## config.mk

```make
export PLATFORM = sky130hd
export DESIGN_NAME = vil_latch_top
export DESIGN_NICKNAME = d
export VERILOG_FILES = /design/src/rtl/vil_pkg.sv /design/src/rtl/vil_sync.sv /design/src/rtl/vil_edge.sv /design/src/rtl/vil_ctrl.sv /design/src/rtl/vil_payload.sv /design/src/rtl/vil_latch_top.sv
export SDC_FILE = /design/constraint.sdc
export NUM_CORES = 1
export LEC_CHECK = 0
export ABC_AREA = 1
export BUFFER_PORTS_ARGS = -buffer_cell sky130_fd_sc_hd__buf_2
export CORE_AREA = 2 2 83 85
export CTS_BUF_LIST = sky130_fd_sc_hd__clkbuf_8
export DETAILED_ROUTE_END_ITERATION = 16
export DIE_AREA = 0 0 85 87
export PLACE_DENSITY = 0.84
export SYNTH_ARGS = -nofsm -noshare
export SYNTH_HDL_FRONTEND = slang
export SYNTH_HIERARCHICAL = 1
export SYNTH_SLANG_ARGS = --single-unit
```

## constraint.sdc

```tcl
create_clock -name clk -period 2.9 [get_ports clk]
set_clock_uncertainty 0.2 [all_clocks]
set_input_delay 0.58 -clock clk [delete_from_list [all_inputs] [get_ports clk]]
set_output_delay 0.58 -clock clk [all_outputs]
set_load 0.05 [all_outputs]
```

## src/rtl/vil_pkg.sv

```systemverilog
package vil_pkg;
   // Action decoded by the controller in a given cycle
   typedef enum logic [1:0] {
      VIL_ACT_NONE   = 2'd0,
      VIL_ACT_ACCEPT = 2'd1,
      VIL_ACT_DROP   = 2'd2
   } vil_act_e;

   localparam int VIL_NUM_WORDS = 3;

   function automatic logic [63:0] vil_tagged(input logic [4:0] tag, input int shift,
                                              input logic [63:0] src);
      logic [63:0] t;
      t = 64'(tag) << shift;
      return t | src;
   endfunction
endpackage

```

## src/rtl/vil_sync.sv

```systemverilog
module vil_sync #(
   parameter int W      = 1,
   parameter int STAGES = 0
) (
   input  logic         clk,
   input  logic         rst_n,
   input  logic [W-1:0] d,
   output logic [W-1:0] q
);
   if (STAGES < 0 || STAGES > 4) begin : g_bad_stages
      $error("vil_sync: STAGES must be 0..4");
   end

   if (STAGES == 0) begin : g_pass
      assign q = d;
   end else begin : g_chain
      logic [W-1:0] pipe [STAGES];
      for (genvar i = 0; i < STAGES; i++) begin : g_st
         always_ff @(posedge clk) begin
            if (!rst_n) begin
               pipe[i] <= '0;
            end else if (i == 0) begin
               pipe[i] <= d;
            end else begin
               pipe[i] <= pipe[(i == 0) ? 0 : i-1];
            end
         end
      end
      assign q = pipe[STAGES-1];
   end
endmodule

```

## src/rtl/vil_edge.sv

```systemverilog
module vil_edge (
   input  logic clk,
   input  logic rst_n,
   input  logic lvl,
   output logic rise,
   output logic fall
);
   logic prev_q;

   always_ff @(posedge clk) begin
      if (!rst_n) prev_q <= 1'b0;
      else        prev_q <= lvl;
   end

   assign rise = lvl & ~prev_q;
   assign fall = ~lvl & prev_q;
endmodule

```

## src/rtl/vil_ctrl.sv

```systemverilog
module vil_ctrl
   import vil_pkg::*;
#(
   parameter int          TRAP_W    = 9,
   parameter logic [TRAP_W-1:0] TRAP_CODE = 9'h060
) (
   input  logic              clk,
   input  logic              rst_n,
   input  logic              rise,
   input  logic              fall,
   output vil_act_e          act,
   output logic              busy,
   output logic              hard_req,
   output logic [TRAP_W-1:0] trap_type,
   output logic              wake
);
   logic busy_q, req_q, wake_q;
   logic [TRAP_W-1:0] trap_q;

   always_comb begin
      act = VIL_ACT_NONE;
      if (rise && !busy_q)      act = VIL_ACT_ACCEPT;
      else if (fall && busy_q)  act = VIL_ACT_DROP;
   end

   always_ff @(posedge clk) begin
      if (!rst_n) begin
         busy_q <= 1'b0;
         req_q  <= 1'b0;
         wake_q <= 1'b0;
         trap_q <= '0;
      end else begin
         wake_q <= 1'b0;
         unique case (act)
            VIL_ACT_ACCEPT: begin
               busy_q <= 1'b1;
               req_q  <= 1'b1;
               wake_q <= 1'b1;
               trap_q <= TRAP_CODE;
            end
            VIL_ACT_DROP: begin
               busy_q <= 1'b0;
               req_q  <= 1'b0;
            end
            default: ;
         endcase
      end
   end

   assign busy      = busy_q;
   assign hard_req  = req_q;
   assign trap_type = trap_q;
   assign wake      = wake_q;
endmodule

```

## src/rtl/vil_payload.sv

```systemverilog
module vil_payload
   import vil_pkg::*;
#(
   parameter int       DATA_W    = 64,
   parameter int       SRC_W     = 6,
   parameter int       TAG_SHIFT = 6,
   parameter logic [4:0] TAG     = 5'h1F
) (
   input  logic              clk,
   input  logic              rst_n,
   input  vil_act_e          act,
   input  logic [SRC_W-1:0]  src,
   output logic [DATA_W-1:0] word [VIL_NUM_WORDS]
);
   localparam int TAG_TOP = TAG_SHIFT + 5;

   if (TAG_TOP > DATA_W) begin : g_bad_fit
      $error("vil_payload: tag field exceeds word width");
   end
   if (SRC_W > TAG_SHIFT) begin : g_bad_src
      $error("vil_payload: source overlaps tag field");
   end

   logic [63:0] first_val;
   assign first_val = vil_tagged(TAG, TAG_SHIFT, 64'(src));

   for (genvar w = 0; w < VIL_NUM_WORDS; w++) begin : g_word
      logic [DATA_W-1:0] load_val;
      if (w == 0) begin : g_tagged
         assign load_val = first_val[DATA_W-1:0];
      end else begin : g_zero
         assign load_val = '0;
      end

      always_ff @(posedge clk) begin
         if (!rst_n)                      word[w] <= '0;
         else if (act == VIL_ACT_ACCEPT)  word[w] <= load_val;
      end
   end
endmodule

```

## src/rtl/vil_latch_top.sv

```systemverilog
module vil_latch_top
   import vil_pkg::*;
#(
   parameter int SRC_W       = 6,
   parameter int DATA_W      = 64,
   parameter int TRAP_W      = 9,
   parameter int TRAP_CODE   = 'h60,
   parameter int TAG_SHIFT   = 6,
   parameter int SYNC_STAGES = 0
) (
   input  logic              clk,
   input  logic              rst_n,
   input  logic              irq_lvl,
   input  logic [SRC_W-1:0]  irq_src,
   output logic              busy,
   output logic              hard_req,
   output logic [TRAP_W-1:0] trap_type,
   output logic [DATA_W-1:0] vec_word0,
   output logic [DATA_W-1:0] vec_word1,
   output logic [DATA_W-1:0] vec_word2,
   output logic              wake
);
   localparam int IN_W = SRC_W + 1;

   if (DATA_W > 64 || DATA_W < TAG_SHIFT + 5) begin : g_bad_w
      $error("vil_latch_top: DATA_W out of range");
   end
   if (TRAP_CODE >= (1 << TRAP_W)) begin : g_bad_trap
      $error("vil_latch_top: TRAP_CODE does not fit TRAP_W");
   end

   logic [IN_W-1:0]   in_s;
   logic              lvl_s;
   logic [SRC_W-1:0]  src_s;
   logic              rise, fall;
   vil_act_e          act;
   logic [DATA_W-1:0] words [VIL_NUM_WORDS];

   vil_sync #(.W(IN_W), .STAGES(SYNC_STAGES)) u_sync (
      .clk(clk), .rst_n(rst_n), .d({irq_lvl, irq_src}), .q(in_s));
   assign lvl_s = in_s[IN_W-1];
   assign src_s = in_s[SRC_W-1:0];

   vil_edge u_edge (
      .clk(clk), .rst_n(rst_n), .lvl(lvl_s), .rise(rise), .fall(fall));

   vil_ctrl #(.TRAP_W(TRAP_W), .TRAP_CODE(TRAP_W'(TRAP_CODE))) u_ctrl (
      .clk(clk), .rst_n(rst_n), .rise(rise), .fall(fall), .act(act),
      .busy(busy), .hard_req(hard_req), .trap_type(trap_type), .wake(wake));

   vil_payload #(.DATA_W(DATA_W), .SRC_W(SRC_W), .TAG_SHIFT(TAG_SHIFT),
                 .TAG(5'h1F)) u_payload (
      .clk(clk), .rst_n(rst_n), .act(act), .src(src_s), .word(words));

   assign vec_word0 = words[0];
   assign vec_word1 = words[1];
   assign vec_word2 = words[2];
endmodule

```

==> impl_metrics.env, run 1 <==
export IMPL_dpl_hpwl_um=1760
export IMPL_startpoint="u_ctrl/hard_req$_SDFFE_PN0P_"
export IMPL_timing_final_crit_share=0.606
export IMPL_nets=291
export IMPL_final_setup_viol_count=0
export IMPL_final_cell_mix="conb_1, buf_2, inv_1"
export IMPL_r2r_end="u_payload/word[132]$_SDFFE_PN0N_"
export IMPL_p_sw_frac=0.708
export IMPL_p_int_uw=288
export IMPL_layout_commonest_cell="conb_1"
export IMPL_rsz0062_at_grt="no"
export IMPL_cts_resized=0
export IMPL_grt_pass1_vias=435
export IMPL_cts_max_level=1
export IMPL_path_delay_family="flip-flops"
export IMPL_hold_viol_final=0
export IMPL_ff2ff_path_depth=7
export IMPL_hold_slack_ns=0.272
export IMPL_tns_ns=0
export IMPL_core_area_um2=6570
export IMPL_cp_arrival_ns=0.98
export IMPL_max_freq_ghz=0.569
export IMPL_cts_hold_buf=0
export IMPL_regToRegSetupSlack_ns=1.57
export IMPL_grt_pass1_wl_um=1800
export IMPL_crit_chain="buf_2"
export IMPL_die_x_um=85
export IMPL_wl_um=1940
export IMPL_outcome="completed"
export IMPL_worstHoldPathType="reg -> reg"
export IMPL_worst_setup_path_start_kind="flop"
export IMPL_crit_end="busy"
export IMPL_dp_cells=357
export IMPL_numCtsBuffers=3
export IMPL_ir_worst_vdd_mv=0.256
export IMPL_cts_root_buf="clkbuf_8"
export IMPL_dr_pass1_iters=4
export IMPL_avgSynthCellArea_um2=7.33
export IMPL_power_density_nw_per_um2=696
export IMPL_start_util=0.299
export IMPL_crit_cells=1
export IMPL_synth_cell_types=11
export IMPL_grt_use_total=0.0338
export IMPL_crit_type="reg -> out"
export IMPL_vias=932
export IMPL_wl_per_cell_um=5.37
export IMPL_ys_ff_latch=11
export IMPL_ys_seq_area_frac=0.112
export IMPL_clkLatencyLatePin_ns=0.23
export IMPL_cp_slowest_cell="dfxtp_1"
export IMPL_cap_viol_max_count=0
export IMPL_setup_slack_ns=1.14
export IMPL_synth_cells=268
export IMPL_drtIter0Drc=7
export IMPL_clk_pin_slew_worst_paths_ns=0.05
export IMPL_postCtsSetupRepairBufs=0
export IMPL_n_antenna_cell=0
export IMPL_min_period_ns=1.76
export IMPL_p_leak_nw=1.01
export IMPL_slowest_delay_ns=0.43
export IMPL_place_congestion=0.712
export IMPL_stdcell_count=361
export IMPL_p_sw_uw=699
export IMPL_end_kind="primary output"
export IMPL_seqPwrFrac=0.177
export IMPL_die_h_um=87
export IMPL_die_area_um2=7400
export IMPL_clock_sinks=11
export IMPL_cts_tree="done"
export IMPL_drive_gt1_frac=0.114
export IMPL_combPwrFrac=0.675
export IMPL_row_count=30
export IMPL_grt_max_degree=12
export IMPL_worstReg2RegStart="u_edge/prev_q$_SDFF_PN0_"
export IMPL_antenna_found_initial=0
export IMPL_path_buf_inv=1
export IMPL_cp_max_fo=5
export IMPL_yosysWarnings=6
export IMPL_synth_area_um2=1960
export IMPL_postRouteAntennaNets=0
export IMPL_syn_to_final_growth_pct=-27.8
export IMPL_required_ns=2.12
export IMPL_clkPwrFrac=0.148
export IMPL_globalRouteOverflowTotal=0
export IMPL_clockBufferDepth=2
export IMPL_io_pins=213
export IMPL_dpl_worst_slack_ns=1.16
export IMPL_vias_per_cell=2.58
export IMPL_slew_violations=0
export IMPL_drc=0
export IMPL_port_buffers=24
[metrics by stage]
step / instance area, um^2 / utilization / power (mW)
6_report: 1420 / 0.216 / 0.987
5_1_grt: 1420 / 0.216 / 1.02
4_1_cts: 1420 / 0.216 / 0.992
3_5_place_dp: 1370 / 0.209 / 0.839
3_3_place_gp: 1370 / 0.209 / 0.838
2_1_floorplan: 2660 / - / 1.02
[worst min path at each step]
stage	start	end	depth (start not counted)	slack [ns]
after CTS	u_payload/word[131]$_SDFFE_PN0N_	u_payload/word[131]$_SDFFE_PN0N_	2	0.28
after global placement	u_payload/word[129]$_SDFFE_PN0N_	u_payload/word[129]$_SDFFE_PN0N_	2	0.26
after global routing	u_payload/word[131]$_SDFFE_PN0N_	u_payload/word[131]$_SDFFE_PN0N_	2	0.29
after floorplan	u_edge/prev_q$_SDFF_PN0_	u_ctrl/wake$_SDFF_PN0_	3	0.32
after detailed placement	u_payload/word[131]$_SDFFE_PN0N_	u_payload/word[131]$_SDFFE_PN0N_	2	0.27
final	u_ctrl/trap_type[5]$_SDFFE_PN0N_	u_ctrl/trap_type[5]$_SDFFE_PN0N_	2	0.27
[cells in the mapped netlist]
cell type	count	area, um^2
buf_4	201	1510
conb_1	2	7.51
dfxtp_1	11	220
inv_1	15	56.3
inv_2	2	7.51
nand2_1	12	45.0
nand3_1	7	35.0
nand3_2	1	10.0
nor2_1	15	56.3
nor2_2	1	6.26
nor2_4	1	11.3
[power groups by stage]
| stage | registers (mW) | logic, mW | clock network, mW |
|---|---|---|---|
| CTS | 0.176 | 0.661 | 0.155 |
| floorplan | 0.222 | 0.802 | 0 |
| detailed placement | 0.179 | 0.661 | 0 |
| global placement | 0.179 | 0.660 | 0 |
| finish | 0.175 | 0.666 | 0.146 |
| global route | 0.176 | 0.689 | 0.157 |
[cell type report]
type | instances | area, um^2
sequential | 11 | 220
inverter | 17 | 63.8
clock buffer | 3 | 41.3
multi-input combinational | 225 | 870
clock inverter | 1 | 3.75
fill | 751 | 5150
timing repair buffer | 24 | 120
tap | 80 | 100
[flip-flops by register name, summed over array words and instances, names as in the netlist]
signal and flops:
u_ctrl/trap_type 1, u_payload/word 7, u_ctrl/wake 1, u_ctrl/hard_req 1, u_edge/prev_q 1
[metal layers]
layer	global-route usage	vias up	share of wire
li1	-	432	-
met1	0.0222	387	0.22
met2	0.0646	111	0.54
met3	0.00758	2	0.22
met4	0.0476	0	0.022
met5	0	-	0
[cells by family after synthesis]
group	share of synthesized area
other	0.00382
AND/OR/NAND/NOR	0.0834
buffers and inverters	0.801
flip-flops	0.112
No activity file was read; power rests on OpenSTA's default activity.
==> run 2, diff against run 1 <==
ABC_AREA = 0   (was 1)
CORE_AREA = 2 2 82 84   (was 2 2 83 85)
DIE_AREA = 0 0 84 86   (was 0 0 85 87)
PLACE_DENSITY = 0.85   (was 0.84)
clock period = 1.75 ns   (was 2.9 ns; I/O delays follow)
==> run 2 against run 1 <==
Routed wire length up 19%. Largest cell class unchanged. Area after synthesis down 0.76%. Register-to-register slack worse by 1.2 ns. Setup slack worse by 0.95 ns. Count of clock-buffer cells in the layout unchanged. Final cell count down 7.8%. Hold slack worse by 0.12 ns. Combinational power up 59%. Sequential share of layout area up 0.47 points. First-iteration DRC count up 57%. Die area down 2.3%. Critical path depth unchanged.
==> impl_metrics.env, run 2 <==
export IMPL_cp_slowest_cell="dfxtp_1"
export IMPL_postCtsSetupRepairBufs=0
export IMPL_clkLatencyLatePin_ns=0.23
export IMPL_final_cell_mix="conb_1, buf_2, nand2_1"
export IMPL_crit_chain="buf_2"
export IMPL_slowest_delay_ns=0.45
export IMPL_path_delay_family="flip-flops"
export IMPL_layout_commonest_cell="conb_1"
export IMPL_outcome="completed"
export IMPL_vias=848
export IMPL_final_setup_viol_count=0
export IMPL_grtUsageMet3=0.0443
export IMPL_port_buffers=24
export IMPL_avgSynthCellArea_um2=7.96
export IMPL_core_area_um2=6280
export IMPL_synth_edf_count=0
export IMPL_grt_max_degree=18
export IMPL_dr_pass1_iters=3
export IMPL_row_count=29
export IMPL_finalCoreUtilization=0.219
export IMPL_tns_ns=0
export IMPL_ys_seq_area_frac=0.113
export IMPL_dpl_hpwl_um=2150
export IMPL_synthAdderAreaFrac=0
export IMPL_wl_per_cell_um=6.90
export IMPL_postRouteAntennaNets=0
export IMPL_ff2ff_path_depth=4
export IMPL_synth_cell_types=13
export IMPL_synth_simple_area_share=0.0565
export IMPL_antenna_found_initial=1
export IMPL_async_flop_share=0
export IMPL_yosys_most_used_dff="dfxtp_1"
export IMPL_vias_per_cell=2.55
export IMPL_setup_slack_ns=0.190
export IMPL_grt_pass1_wl_um=2460
export IMPL_post_synth_top_count_cell="buf_4"
export IMPL_globalRouteOverflowTotal=0
export IMPL_startpoint="u_ctrl/hard_req$_SDFFE_PN0P_"
export IMPL_rsz0062_at_grt="no"
export IMPL_die_x_um=84
export IMPL_drtIter0Drc=11
export IMPL_cts_root_buf="clkbuf_8"
export IMPL_hold_viol_final=0
export IMPL_clockBufferDepth=2
export IMPL_timing_final_crit_share=0.891
export IMPL_path_buf_inv=1
export IMPL_max_freq_ghz=0.641
export IMPL_p_leak_nw=0.918
export IMPL_cap_viol_max_count=0
export IMPL_crit_type="reg -> out"
export IMPL_wl_um=2300
export IMPL_min_period_ns=1.56
export IMPL_grt_pass1_vias=420
export IMPL_required_ns=1.20
export IMPL_ir_worst_vdd_mv=0.398
export IMPL_start_util=0.311
export IMPL_grtUsageMet1=0.0454
export IMPL_yosys_top_cells_count="buf_4, nand2_1, dfxtp_1, mux2i_1"
export IMPL_yosysWarnings=6
export IMPL_drc=0
export IMPL_die_area_um2=7220
export IMPL_r2r_end="u_payload/word[131]$_SDFFE_PN0N_"
export IMPL_end_kind="primary output"
export IMPL_die_h_um=86
export IMPL_synthXorXnorAreaFrac=0
export IMPL_largest_register="u_payload/word"
export IMPL_crit_end="busy"
export IMPL_place_congestion=0.706
export IMPL_worst_setup_path_start_kind="flop"
export IMPL_yosysTopAreaCellShare=0.774
export IMPL_synth_top_family_by_area="buffers and inverters"
export IMPL_power_density_nw_per_um2=1150
export IMPL_grtUsageMet2=0.0756
export IMPL_synth_top_area_cell="buf_4"
export IMPL_syn_to_final_growth_pct=-29.3
export IMPL_slew_violations=0
export IMPL_io_pins=213
export IMPL_nets=266
export IMPL_ys_ff_latch=11
export IMPL_dpl_worst_slack_ns=0.164
export IMPL_numCtsBuffers=3
export IMPL_cp_max_fo=5
export IMPL_synth_cells=245
export IMPL_synth_mux_area_frac=0.0308
export IMPL_synth_compound_area_frac=0.0103
export IMPL_cts_hold_buf=0
export IMPL_ys_top_cells_by_area="buf_4, dfxtp_1, mux2i_1, nand2_1, nor2b_4"
export IMPL_synth_area_um2=1950
export IMPL_worstReg2RegStart="u_edge/prev_q$_SDFF_PN0_"
export IMPL_drive_gt1_frac=0.117
export IMPL_busiest_layer="met2"
export IMPL_cp_arrival_ns=1.01
export IMPL_grt_use_total=0.0502
export IMPL_n_antenna_cell=0
export IMPL_crit_cells=1
export IMPL_cts_tree="done"
export IMPL_cts_resized=0
export IMPL_regToRegSetupSlack_ns=0.35
export IMPL_clock_sinks=11
export IMPL_cts_max_level=1
export IMPL_worstHoldPathType="in -> reg"
export IMPL_p_total_mw=1.59
export IMPL_largest_reg_flops=7
export IMPL_clk_pin_slew_worst_paths_ns=0.05
[run 2: cell count changes in the layout (fill, tap and decap cells not counted), moves of 2 or more]
cell | previous run | this run
nor2b_4 | 0 | 2
o21a_1 | 0 | 2
nand3_1 | 7 | 0
and2_1 | 0 | 2
nor2b_1 | 0 | 2
nor2_1 | 15 | 1
inv_2 | 2 | 0
inv_1 | 16 | 1
mux2i_1 | 0 | 6
[run 2: cells by family after synthesis]
kind of cell	count (synthesis)
simple gates	20
other cells	2
compound gates	3
flops	11
mux	6
buf+inv	203
[run 2: worst min-delay path by stage]
stage / to / from / cells after the start
after floorplan: u_ctrl/trap_type[5]$_SDFFE_PN0N_ / rst_n / 1
after global placement: u_payload/word[132]$_SDFFE_PN0N_ / u_payload/word[132]$_SDFFE_PN0N_ / 2
after detailed placement: u_payload/word[128]$_SDFFE_PN0N_ / u_payload/word[128]$_SDFFE_PN0N_ / 2
after CTS: u_edge/prev_q$_SDFF_PN0_ / irq_lvl / 2
after global routing: u_payload/word[130]$_SDFFE_PN0N_ / irq_src[2] / 3
final: u_edge/prev_q$_SDFF_PN0_ / irq_lvl / 2
[run 2: cell type report]
type | instances | area (um^2)
fill | 725 | 4900
multi-input combinational | 217 | 896
clock inverter | 1 | 3.75
sequential | 11 | 220
tap | 77 | 96.3
timing repair buffer | 24 | 120
clock buffer | 3 | 41.3
[run 2: where the power goes]
group	switching, mW	total [mW]	internal (mW)
sequential	0.0124	0.281	0.268
clock	0.0993	0.254	0.154
combinational	1.01	1.06	0.0443
total	1.12	1.59	0.467
[run 2: per-layer routing]
metal	vias up	share of wire
met2	116	0.49
met3	6	0.22
li1	373	-
met4	2	0.019
met1	351	0.26
met5	-	0.0070
[run 2: per-stage QoR]
step | area (um^2) | hold slack [ns] | instances
finish | 1380 | 0.149 | 333
global route | 1380 | 0.161 | 333
CTS | 1380 | 0.137 | 333
detailed placement | 1330 | 0.250 | 329
global placement | 1330 | 0.244 | 329
floorplan | 2650 | 0.268 | 431
==> run 3, diff against run 2 <==
CORE_AREA = 2 2 83 85   (was 2 2 82 84)
CTS_BUF_LIST = not set   (was sky130_fd_sc_hd__clkbuf_8)
DIE_AREA = 0 0 85 87   (was 0 0 84 86)
PLACE_DENSITY = 0.84   (was 0.85)
==> run 3 against run 2 <==
Non-clock buffer count did not move. Largest cell class unchanged. Clock power barely moved. Die area rose by 2.4%. Core utilization fell by 0.88 points. Critical endpoint is now hard_req. Largest power group unchanged. Combinational power barely moved.
==> impl_metrics.env, run 3 (same netlist as run 2, synthesis figures left out) <==
export IMPL_nets=266
export IMPL_multi_input_area_um2=896
export IMPL_crit_type="reg -> out"
export IMPL_io_pins=213
export IMPL_min_to="u_edge/prev_q$_SDFF_PN0_"
export IMPL_cts_tree="done"
export IMPL_cts_root_buf="clkbuf_8"
export IMPL_dpl_worst_slack_ns=0.129
export IMPL_layout_commonest_cell="conb_1"
export IMPL_cts_hold_buf=0
export IMPL_clock_sinks=11
export IMPL_outcome="completed"
export IMPL_cap_viol_max_count=0
export IMPL_hold_viol_final=0
export IMPL_die_area_um2=7400
export IMPL_numCtsBuffers=3
export IMPL_setup_slack_ns=0.213
export IMPL_tns_ns=0
export IMPL_drc=0
export IMPL_power_density_nw_per_um2=1150
export IMPL_ff2ff_path_depth=4
export IMPL_drive_gt1_frac=0.117
export IMPL_rsz0062_at_grt="no"
export IMPL_fill_cells=747
export IMPL_hp_start="irq_lvl"
export IMPL_largest_reg_flops=7
export IMPL_wl_per_cell_um=6.37
export IMPL_vias_per_cell=2.47
export IMPL_worstHoldPathType="in -> reg"
export IMPL_timing_final_crit_share=0.878
export IMPL_core_area_um2=6570
export IMPL_p_total_mw=1.59
export IMPL_largest_register="u_payload/word"
export IMPL_grt_pass1_wl_um=2260
export IMPL_place_congestion=0.611
export IMPL_final_cell_mix="conb_1, buf_2, nand2_1"
export IMPL_finalCoreUtilization=0.211
export IMPL_cp_max_fo=5
export IMPL_end_kind="primary output"
export IMPL_clkLatencyLatePin_ns=0.23
export IMPL_die_h_um=87
export IMPL_final_setup_viol_count=0
export IMPL_slowest_delay_ns=0.44
export IMPL_row_count=30
export IMPL_globalRouteOverflowTotal=0
export IMPL_min_path_cells=2
export IMPL_crit_chain="buf_2"
export IMPL_antenna_found_initial=1
export IMPL_startpoint="u_ctrl/hard_req$_SDFFE_PN0P_"
export IMPL_path_buf_inv=1
export IMPL_postCtsSetupRepairBufs=0
export IMPL_max_freq_ghz=0.651
export IMPL_start_util=0.297
export IMPL_dr_pass1_iters=4
export IMPL_area_sequential_um2=220
export IMPL_postRouteAntennaNets=0
export IMPL_cts_resized=0
export IMPL_port_buffers=24
export IMPL_slew_violations=0
export IMPL_p_leak_nw=0.914
export IMPL_vias=832
export IMPL_cp_arrival_ns=0.99
export IMPL_grt_max_degree=18
export IMPL_path_delay_family="flip-flops"
export IMPL_syn_to_final_growth_pct=-29.0
export IMPL_grt_pass1_vias=440
export IMPL_grt_use_total=0.0439
export IMPL_required_ns=1.20
export IMPL_drtIter0Drc=6
export IMPL_wl_um=2150
export IMPL_worstReg2RegStart="u_edge/prev_q$_SDFF_PN0_"
export IMPL_cts_max_level=1
export IMPL_ir_worst_vdd_mv=0.386
export IMPL_cp_slowest_cell="dfxtp_1"
export IMPL_hold_slack_ns=0.138
export IMPL_clockBufferDepth=2
export IMPL_min_period_ns=1.54
export IMPL_regToRegSetupSlack_ns=0.32
export IMPL_clk_pin_slew_worst_paths_ns=0.05
export IMPL_r2r_end="u_payload/word[131]$_SDFFE_PN0N_"
export IMPL_dpl_hpwl_um=2010
export IMPL_worst_setup_path_start_kind="flop"
export IMPL_die_x_um=85
-- run 3: cell count changes in the layout (fill, tap and decap cells not counted) --
cell      before  now
diode_2        0    1
inv_1          1    0
clkbuf_1       0    1
-- run 3: layout make-up --
type | count | share of cell area
Clock buffer | 4 | 0.0325
Multi-Input combinational cell | 217 | 0.647
Tap cell | 80 | 0.0723
Sequential cell | 11 | 0.159
Antenna cell | 1 | 0.00181
Timing Repair Buffer | 24 | 0.0868
-- run 3: worst max path at each step --
stage	endpoint	cells past startpoint	slack, ns
after floorplan	u_payload/word[134]$_SDFFE_PN0N_	4	0.15
after global placement	u_payload/word[129]$_SDFFE_PN0N_	5	0.19
final	hard_req	1	0.21
after CTS	busy	1	0.18
after global routing	hard_req	1	0.14
after detailed placement	u_payload/word[130]$_SDFFE_PN0N_	5	0.13
-- run 3: per-stage QoR --
stage / std cells / instance area [um^2]
finish: 337 / 1380
global route: 336 / 1380
CTS: 336 / 1380
detailed placement: 332 / 1340
global placement: 332 / 1340
floorplan: 431 / 2650
-- run 3: per-layer routing --
layer / global-route usage / share of wire
met1: 0.0426 / 0.28
met2: 0.0668 / 0.47
met3: 0.0389 / 0.24
met4: 0.0173 / 0.013
met5: 0 / 0
-- run 3: power by group --
group / switching (mW) / internal (mW)
clock network: 0.0956 / 0.160
logic: 1.01 / 0.0443
registers: 0.0121 / 0.268
total: 1.12 / 0.473
